File: src/rtl/cal_alarm_pkg.sv
package cal_alarm_pkg;
  localparam int NFIELD = 5;
  localparam int VAL_W  = 7;
  localparam int WORD_W = 32;

  // field order used inside the block
  localparam int F_SEC  = 0;
  localparam int F_MIN  = 1;
  localparam int F_HOUR = 2;
  localparam int F_DATE = 3;
  localparam int F_MON  = 4;

  // significant BCD bits per field
  function automatic int fwidth(input int idx);
    case (idx)
      F_SEC:   return 7;
      F_MIN:   return 7;
      F_HOUR:  return 6;
      F_DATE:  return 6;
      default: return 5;
    endcase
  endfunction

  function automatic logic [VAL_W-1:0] fmask(input int idx);
    return VAL_W'((1 << fwidth(idx)) - 1);
  endfunction

  // byte lane of each field inside its alarm word
  function automatic int flane(input int idx);
    case (idx)
      F_SEC:   return 0;
      F_MIN:   return 1;
      F_HOUR:  return 2;
      F_DATE:  return 3;
      default: return 2;
    endcase
  endfunction

  // 0: time word, 1: calendar word
  function automatic logic fword(input int idx);
    return (idx == F_DATE || idx == F_MON);
  endfunction
endpackage

File: src/rtl/alarm_regs.sv
module alarm_regs
  import cal_alarm_pkg::*;
(
  input  logic                           clk,
  input  logic                           rst_n,
  input  logic                           wr_en,
  input  logic                           wr_sel,
  input  logic [WORD_W-1:0]              wr_data,
  output logic [NFIELD-1:0]              fld_en,
  output logic [NFIELD-1:0][VAL_W-1:0]   fld_val,
  output logic [WORD_W-1:0]              time_word,
  output logic [WORD_W-1:0]              cal_word
);
  for (genvar i = 0; i < NFIELD; i++) begin : g_fld
    localparam int LO = 8 * flane(i);
    logic              en_q;
    logic [VAL_W-1:0]  val_q;
    logic              hit_word;
    assign hit_word = wr_en && (wr_sel == fword(i));

    always_ff @(posedge clk) begin
      if (!rst_n) begin
        en_q  <= 1'b0;
        val_q <= '0;
      end else if (hit_word) begin
        en_q  <= wr_data[LO+7];
        val_q <= wr_data[LO +: VAL_W] & fmask(i);
      end
    end
    assign fld_en[i]  = en_q;
    assign fld_val[i] = val_q;
  end

  // readback assembly, unused bits zero
  always_comb begin
    time_word = '0;
    cal_word  = '0;
    for (int i = 0; i < NFIELD; i++) begin
      if (fword(i)) begin
        cal_word[8*flane(i) +: VAL_W] = fld_val[i];
        cal_word[8*flane(i) + 7]      = fld_en[i];
      end else begin
        time_word[8*flane(i) +: VAL_W] = fld_val[i];
        time_word[8*flane(i) + 7]      = fld_en[i];
      end
    end
  end
endmodule

File: src/rtl/field_cmp.sv
module field_cmp
  import cal_alarm_pkg::*;
(
  input  logic [NFIELD-1:0]             fld_en,
  input  logic [NFIELD-1:0][VAL_W-1:0]  fld_val,
  input  logic [NFIELD-1:0][7:0]        cur,
  output logic                          match
);
  logic [NFIELD-1:0] hit;

  for (genvar i = 0; i < NFIELD; i++) begin : g_cmp
    logic [VAL_W-1:0] cur_m;
    logic             unused_top;
    assign cur_m      = cur[i][VAL_W-1:0] & fmask(i);
    assign unused_top = cur[i][7];
    assign hit[i]     = !fld_en[i] || (fld_val[i] == cur_m);
  end

  assign match = (|fld_en) && (&hit);
endmodule

File: src/rtl/alarm_status.sv
module alarm_status (
  input  logic clk,
  input  logic rst_n,
  input  logic sec_tick,
  input  logic match,
  input  logic clr_req,
  output logic event_o,
  output logic flag_o
);
  logic fire;
  assign fire = sec_tick && match;

  always_ff @(posedge clk) begin
    if (!rst_n) begin
      event_o <= 1'b0;
      flag_o  <= 1'b0;
    end else begin
      event_o <= fire;
      if (fire)         flag_o <= 1'b1;
      else if (clr_req) flag_o <= 1'b0;
    end
  end
endmodule

File: src/rtl/cal_alarm_match.sv
module cal_alarm_match
  import cal_alarm_pkg::*;
(
  input  logic              clk,
  input  logic              rst_n,
  input  logic              sec_tick,
  input  logic [7:0]        cur_sec,
  input  logic [7:0]        cur_min,
  input  logic [7:0]        cur_hour,
  input  logic [7:0]        cur_date,
  input  logic [7:0]        cur_month,
  input  logic              wr_en,
  input  logic              wr_sel,
  input  logic [WORD_W-1:0] wr_data,
  input  logic              clr_req,
  output logic [WORD_W-1:0] time_alarm_rd,
  output logic [WORD_W-1:0] cal_alarm_rd,
  output logic              alarm_event,
  output logic              alarm_flag
);
  logic [NFIELD-1:0]             fld_en;
  logic [NFIELD-1:0][VAL_W-1:0]  fld_val;
  logic [NFIELD-1:0][7:0]        cur;
  logic                          match;

  always_comb begin
    cur[F_SEC]  = cur_sec;
    cur[F_MIN]  = cur_min;
    cur[F_HOUR] = cur_hour;
    cur[F_DATE] = cur_date;
    cur[F_MON]  = cur_month;
  end

  alarm_regs u_regs (
    .clk       (clk),
    .rst_n     (rst_n),
    .wr_en     (wr_en),
    .wr_sel    (wr_sel),
    .wr_data   (wr_data),
    .fld_en    (fld_en),
    .fld_val   (fld_val),
    .time_word (time_alarm_rd),
    .cal_word  (cal_alarm_rd)
  );

  field_cmp u_cmp (
    .fld_en  (fld_en),
    .fld_val (fld_val),
    .cur     (cur),
    .match   (match)
  );

  alarm_status u_stat (
    .clk      (clk),
    .rst_n    (rst_n),
    .sec_tick (sec_tick),
    .match    (match),
    .clr_req  (clr_req),
    .event_o  (alarm_event),
    .flag_o   (alarm_flag)
  );
endmodule

File: config.mk
export PLATFORM = sky130hd
export DESIGN_NAME = cal_alarm_match
export DESIGN_NICKNAME = d
export VERILOG_FILES = /design/src/rtl/cal_alarm_pkg.sv /design/src/rtl/alarm_regs.sv /design/src/rtl/field_cmp.sv /design/src/rtl/alarm_status.sv /design/src/rtl/cal_alarm_match.sv
export SDC_FILE = /design/constraint.sdc
export NUM_CORES = 1
export LEC_CHECK = 0
export BUFFER_PORTS_ARGS = -buffer_cell sky130_fd_sc_hd__buf_2
export CORE_AREA = 2 2 78 80
export CTS_CLUSTER_DIAMETER = 50
export DETAILED_ROUTE_END_ITERATION = 8
export DIE_AREA = 0 0 80 82
export GPL_ROUTABILITY_DRIVEN = 0
export PLACE_DENSITY = 0.79
export SYNTH_ARGS = -nofsm -noshare
export SYNTH_HDL_FRONTEND = slang
export SYNTH_HIERARCHICAL = 1
export SYNTH_SLANG_ARGS = --single-unit
File: constraint.sdc
create_clock -name clk -period 2.3 [get_ports clk]
set_clock_uncertainty 0.15 [all_clocks]
set_input_delay 0.46 -clock clk [delete_from_list [all_inputs] [get_ports clk]]
set_output_delay 0.46 -clock clk [all_outputs]
set_load 0.01 [all_outputs]
==> results of run 1 <==
==> flip-flops by register name (all words and copies together), names as in the netlist <==
| name | flops |
|---|---|
| u_regs/g_fld.val_q | 31 |
| u_stat/flag_o | 1 |
| u_regs/g_fld.en_q | 5 |
| u_stat/event_o | 1 |
==> stage by stage <==
stage	std cells	power (mW)	setup WS, ps	area, sq um
4_1_cts	413	1.46	347	2650
3_5_place_dp	406	1.03	104	2580
2_1_floorplan	311	1.00	417	2570
6_report	413	1.44	397	2650
5_1_grt	413	1.53	261	2650
3_3_place_gp	406	1.03	153	2580
==> synth_stat cells, types with 2 or more instances <==
cell and instances:
buf_4 74, nor2_1 2, o21ai_1 7, dfxtp_1 38, nand2_1 60, xnor2_1 12, xor2_1 19, o41ai_1 2
nand4_1 11, buf_6 7, buf_2 3, clkbuf_1 3, nor4_1 2, mux2i_1 29
==> metal layers <==
metal  GRT usage [%]  vias up  wire (microns)
met5               0        -               0
met4            5.93        0             105
met3            3.85        9             324
met2            26.8       71            2570
met1            17.3      804            2100
li1                -      924               -
==> logic make-up after synthesis <==
logic type	count (synthesis)	share of synthesized area, %
XOR/XNOR	31	11.0
buffers and inverters	87	26.9
flip-flops	38	30.9
AO/OA/AOI/OAI	13	4.48
AND/OR/NAND/NOR	81	14.7
multiplexers	29	11.8
other	1	0.153
==> worst max path at each step <==
| stage | start | end | slack [ps] | cells past startpoint |
|---|---|---|---|---|
| 2_1_floorplan | cur_hour[3] | u_stat/flag_o | 420 | 7 |
| 3_3_place_gp | cur_hour[3] | u_stat/flag_o | 150 | 8 |
| 3_5_place_dp | cur_hour[3] | u_stat/flag_o | 100 | 8 |
| 4_1_cts | u_regs/g_fld[2].val_q[3] | u_stat/flag_o | 350 | 7 |
| 5_1_grt | u_regs/g_fld[2].val_q[3] | u_stat/flag_o | 260 | 7 |
| 6_report | u_regs/g_fld[2].val_q[3] | u_stat/flag_o | 400 | 7 |
==> cells in the final DEF, fill, tap and decap left out, types with 5 or more instances in the layout <==
| master | Yosys | final |
|---|---|---|
| o21ai_1 | 7 | 7 |
| mux2i_1 | 29 | 29 |
| nand4_1 | 11 | 11 |
| buf_2 | 3 | 104 |
| xnor2_1 | 12 | 12 |
| dfxtp_1 | 38 | 38 |
| clkbuf_8 | 0 | 5 |
| xor2_1 | 19 | 19 |
| nand2_1 | 60 | 60 |
| conb_1 | 1 | 32 |
==> worst min-delay path, cell delays in order <==
cell	delay (ps)
buf_2	90
nand2_1	40
mux2i_1	50
==> power breakdown <==
group	leakage [nW]	total, mW	switching, mW	internal [mW]
Clock	0.0383	0.424	0.216	0.209
Sequential	0.311	0.723	0.0309	0.692
Combinational	0.963	0.291	0.156	0.135
Total	1.31	1.44	0.402	1.04
==> layout make-up <==
class	instances	area, sq um
clock buffer	7	76.3
fill	599	3090
multi-input combinational	186	1150
sequential	38	761
tap	75	93.8
timing repair buffer	107	568
==> run_results.csv, run 1 <==
group,metric,value,unit
timing,final.setup.tns,0,ps
clock_tree,cts-buffers-inserted,5,
timing,post-route-period-util,82.7,%
hold_path,min_path_cells,3,
yosys,yosysTopAreaCell,"dfxtp_1",
setup_path,arrival,1970,ps
layout,areaGrowthSynthToFinish,7.89,%
power,peakVddDrop,0.000272,V
hold_path,hp-start,"wr_data[15]",
placement,numPortBuffers,104,
global_routing,grt_pass1_wl,7560,microns
timing,fin_crit,1900,ps
clock_tree,cts-root-buf,"clkbuf_8",
yosys,yosys.area.top_type_share,30.9,%
yosys,syn_inst,280,
power,p_leak,1.31,nW
drt,wl,5100,microns
setup_path,cp_slowest_cell,"or4_1",
setup_path,cpPeakStageDelay,540,ps
floorplan,die_h,82,microns
setup_path,rr_worst_depth,7,
hold_path,min_to,"u_regs/g_fld[1].en_q",
setup_path,critical_path.top_delay_family,"simple AND/OR/NAND/NOR gates",
setup_path,endpoint_kind,"register",
clock_tree,cts_tree,"done",
drt,routedWlPerCell,12.3,microns
timing,setup_viol,0,
drt,dr.pass1.iters,4,
layout,finish.utilization,46.2,%
yosys,ys_seq_area_share,30.9,%
setup_path,crit_required,2370,ps
clock_tree,clockBufferDepth,2,
drt,num_vias,1808,
timing,rsz0062_at_grt,"no",
setup_path,reg2reg_from,"u_regs/g_fld[2].val_q[3]",
floorplan,coreArea,0.00575,sq mm
floorplan,floorplan.die_area,0.00656,sq mm
yosys,synthTopCellsByArea,"dfxtp_1, buf_4, mux2i_1",
clock_tree,ctsHoldBuffers,0,
setup_path,critical_path_class,"reg2reg",
drt,drtAntennaViolNets,0,
timing,finalMaxSlewViolations,0,
yosys,post_synth.cell_area_avg,8.78,sq um
clock_tree,ctsResizeCount,0,
timing,finalHoldViolations,0,
layout,layout.nets,416,
global_routing,antenna_found_initial,0,
yosys,ys_types,25,
global_routing,grt_pass1_vias,1624,
setup_path,path_buf_inv,0,
yosys,syn-cell-area,0.00246,sq mm
setup_path,cp_cell_sequence,"xor2_1 > or4_1 > o41ai_2 > nand4_1 > nor2_1 > nand2_1 > a21boi_1",
global_routing,grt_usage,15.1,%
status,outcome,"complete, no violations",
setup_path,cp_max_fo,3,
setup_path,start_kind,"register",
power,p_per_area,542,mW/mm^2
yosys,yosysWarnings,6,
clock_tree,htree_levels,2,
setup_path,r2r-end,"u_stat/flag_o",
floorplan,die_w,80,microns
global_routing,grt_max_degree,35,
drt,drt-initial-drc-count,52,
layout,final_layout_size_suffix_gt1_share,34.3,%
clock_tree,post_cts_buffers,0,
setup_path,reg2reg_slack,400,ps
flow_run,drv_cap,0,
floorplan,initial_core_util,42.8,%
global_routing,gr-total-overflow,0,
floorplan,num_rows,28,
placement,hpwlAfterDp,4030,microns
clock_tree,clock_sinks,38,
drt,vias_per_cell,4.38,
hold_path,hold_path_class,"in2reg",
yosys,synthFlopType,"dfxtp_1",
yosys,ys_ff_latch,38,
clock_tree,clkTransAtPathRegs,70,ps
timing,max_freq,525,MHz
drt,drc_errors,0,
clock_tree,clk_latency,280,ps
yosys,synthArstFlopShare,0,%
layout,num_antenna_cells,0,
yosys,synth_edf_count,0,
floorplan,ios,144,
timing,whs,263,ps
Power figures use the tool's default switching activity.
==> run 2, diff against run 1 <==
--- a/config.mk
+++ b/config.mk
@@ -5,13 +5,14 @@
 export SDC_FILE = /design/constraint.sdc
 export NUM_CORES = 1
 export LEC_CHECK = 0
+export ABC_AREA = 1
 export BUFFER_PORTS_ARGS = -buffer_cell sky130_fd_sc_hd__buf_2
-export CORE_AREA = 2 2 78 80
+export CORE_AREA = 2 2 81 83
 export CTS_CLUSTER_DIAMETER = 50
 export DETAILED_ROUTE_END_ITERATION = 8
-export DIE_AREA = 0 0 80 82
+export DIE_AREA = 0 0 83 85
 export GPL_ROUTABILITY_DRIVEN = 0
-export PLACE_DENSITY = 0.79
+export PLACE_DENSITY = 0.8
 export SYNTH_ARGS = -nofsm -noshare
 export SYNTH_HDL_FRONTEND = slang
 export SYNTH_HIERARCHICAL = 1
==> constraint.sdc (replaced) <==
create_clock -name clk -period 2 [get_ports clk]
set_clock_uncertainty 0.15 [all_clocks]
set_input_delay 0.4 -clock clk [delete_from_list [all_inputs] [get_ports clk]]
set_output_delay 0.4 -clock clk [all_outputs]
set_load 0.01 [all_outputs]
==> run 2 against run 1 <==
  * Setup slack gained 100 ps
  * Largest power group unchanged
  * Global-route usage grew 0.96 points
  * Cell count is 36% higher
==> run_results.csv, run 2 <==
group,metric,value,unit
placement,hpwlAfterDp,4510,microns
layout,final_layout_size_suffix_gt1_share,27.0,%
clock_tree,ctsResizeCount,0,
status,outcome,"complete, no violations",
clock_tree,cts-buffers-inserted,5,
placement,numPortBuffers,104,
yosys,yosys.area.top_type_share,27.3,%
global_routing,antenna_found_initial,0,
global_routing,gr-total-overflow,0,
timing,finalHoldViolations,0,
yosys,synthArstFlopShare,0,%
yosys,synth.most_common_cell,"nor2_1",
floorplan,ios,144,
drt,met3WireLength,407,microns
global_routing,grt_pass1_vias,2184,
yosys,synthFlopType,"dfxtp_1",
power,p_per_area,618,mW/mm^2
timing,post-route-period-util,75.0,%
placement,placed_area,0.00286,sq mm
timing,rsz0062_at_grt,"no",
clock_tree,clk_latency,290,ps
floorplan,coreArea,0.00620,sq mm
yosys,syn-cell-area,0.00279,sq mm
layout,top_regs,"u_regs/g_fld.val_q: 31 flops, u_regs/g_fld.en_q: 5 flops",
global_routing,grt_max_degree,27,
drt,wl,5710,microns
layout,areaGrowthSynthToFinish,6.10,%
clock_tree,cts-root-buf,"clkbuf_8",
flow_run,drv_cap,0,
floorplan,initial_core_util,44.9,%
yosys,ys_types,23,
clock_tree,clock_sinks,38,
floorplan,floorplan.die_area,0.00706,sq mm
yosys,ys_seq_area_share,27.3,%
setup_path,critical_path.top_delay_family,"simple AND/OR/NAND/NOR gates",
timing,setup_viol,0,
drt,drt-initial-drc-count,48,
yosys,synthTopCellsByArea,"dfxtp_1, buf_4, nor2_1",
drt,drc_errors,0,
global_routing,grt_usage,16.0,%
layout,num_antenna_cells,0,
setup_path,cp_cell_sequence,"inv_1 > nand2_1 > nand2_1 > nor2_1 > nand2_1 > o21ai_2 > nand3_1 > nor2_1 > nand3_1 > nand2_1",
setup_path,arrival,1580,ps
clock_tree,clkTransAtPathRegs,80,ps
layout,max_flop_register,"u_regs/g_fld.val_q",
power,p_leak,1.72,nW
setup_path,cp_slowest_cell,"dfxtp_1",
timing,max_freq,666,MHz
clock_tree,post_cts_buffers,0,
hold_path,hold_path_class,"in2reg",
layout,layout.nets,563,
yosys,synth_top_cells_by_count,"nor2_1, nand2_1, buf_4",
drt,vias_per_cell,4.35,
yosys,synth_edf_count,0,
setup_path,cp_max_fo,4,
power,peakVddDrop,0.000292,V
floorplan,num_rows,29,
yosys,ys_ff_latch,38,
setup_path,path_buf_inv,1,
layout,layout_commonest_cell,"buf_2",
timing,final.setup.tns,0,ps
floorplan,die_h,85,microns
setup_path,critical_path_class,"reg2reg",
clock_tree,cts_tree,"done",
drt,routedWlPerCell,10.1,microns
global_routing,grt_pass1_wl,9400,microns
setup_path,endpoint_kind,"register",
yosys,post_synth.cell_area_avg,6.52,sq um
setup_path,cpPeakStageDelay,370,ps
drt,top_layer_used,"met4",
layout,final_cell_area,0.00296,sq mm
clock_tree,htree_levels,2,
drt,dr.pass1.iters,4,
floorplan,die_w,83,microns
clock_tree,ctsHoldBuffers,0,
yosys,yosysTopAreaCell,"dfxtp_1",
layout,final_cell_mix,"buf_2, nor2_1, nand2_1, inv_1, dfxtp_1",
setup_path,crit_required,2080,ps
yosys,yosysWarnings,6,
yosys,syn_inst,428,
drt,wl_met2,2840,microns
timing,fin_crit,1500,ps
setup_path,timing.critical_path.mode_cell,"nand2_1",
drt,drt-met1-wl,2440,microns
drt,num_vias,2450,
clock_tree,clockBufferDepth,2,
timing,finalMaxSlewViolations,0,
drt,drtAntennaViolNets,0,
layout,largest_reg_flops,31,
setup_path,start_kind,"register",
[run 2: cell types whose count changed after synthesis, sizes merged, moves of 4 or more]
cell	change
nand3	+31
nand2	+18
xnor2	-8
xor2	-13
buf	+4
a21oi	+13
nor2	+83
inv	+62
nand4	-11
o21ai	+13
o41ai	-4
mux2i	-29
[run 2: tightest hold or removal path, delay by kind of cell]
kind,cells,cell delay (ps)
AOI/OAI and AO/OA,1,60
and+or+nand+nor,1,70
buffers and inverters,1,80
[run 2: power breakdown]
group          total (mW)  switching, mW  leakage, nW  internal, mW
combinational       0.430          0.251         1.36         0.179
sequential          0.852         0.0449        0.313         0.807
clock               0.545          0.268       0.0472         0.277
total                1.83          0.565         1.72          1.26
[run 2: path summary, 6_finish.rpt]
path | depth (start not counted) | from | slack, ps | to
setup / recovery | 10 | u_regs/g_fld[0].val_q[1] | 500 | u_stat/flag_o
hold / removal | 3 | wr_data[26] | 200 | u_regs/g_fld[3].val_q[2]
setup reg to reg | 10 | u_regs/g_fld[0].val_q[1] | 500 | u_stat/flag_o
hold reg to reg | 2 | u_stat/flag_o | 320 | u_stat/flag_o
[run 2: cell families (layout without fill, tap and decap cells)]
| group | count (synthesis) | count (layout) | synth area share, % |
|---|---|---|---|
| simple gates | 195 | 195 | 30.3 |
| xor+xnor | 10 | 10 | 3.14 |
| buf+inv | 150 | 177 | 32.8 |
| flops | 38 | 38 | 27.3 |
| other cells | 1 | 32 | 0.134 |
| compound gates | 34 | 34 | 6.33 |
[run 2: final cells by class]
class,count,area [sq um]
inverters,62,235
fillers,662,3250
clock buffers,6,82.6
clock inverters,2,12.5
well taps,77,96.3
flip-flops and latches,38,761
repair buffers,107,543
multi-input cells,271,1230
[run 2: stage by stage]
stage	total power, mW	instances	hold slack (ps)	util (%)	worst slack [ps]
after floorplan	1.27	459	326	-	633
after global placement	1.29	555	300	46.2	397
after detailed placement	1.30	555	317	46.2	386
after CTS	1.86	563	188	47.7	475
after global routing	1.96	563	194	47.7	345
final	1.83	563	198	47.7	499
[run 2: metal layers]
metal	vias up	GRT usage, %
met4	0	3.73
met3	2	4.28
met2	88	29.3
li1	1284	-
met1	1076	18.8
met5	-	0
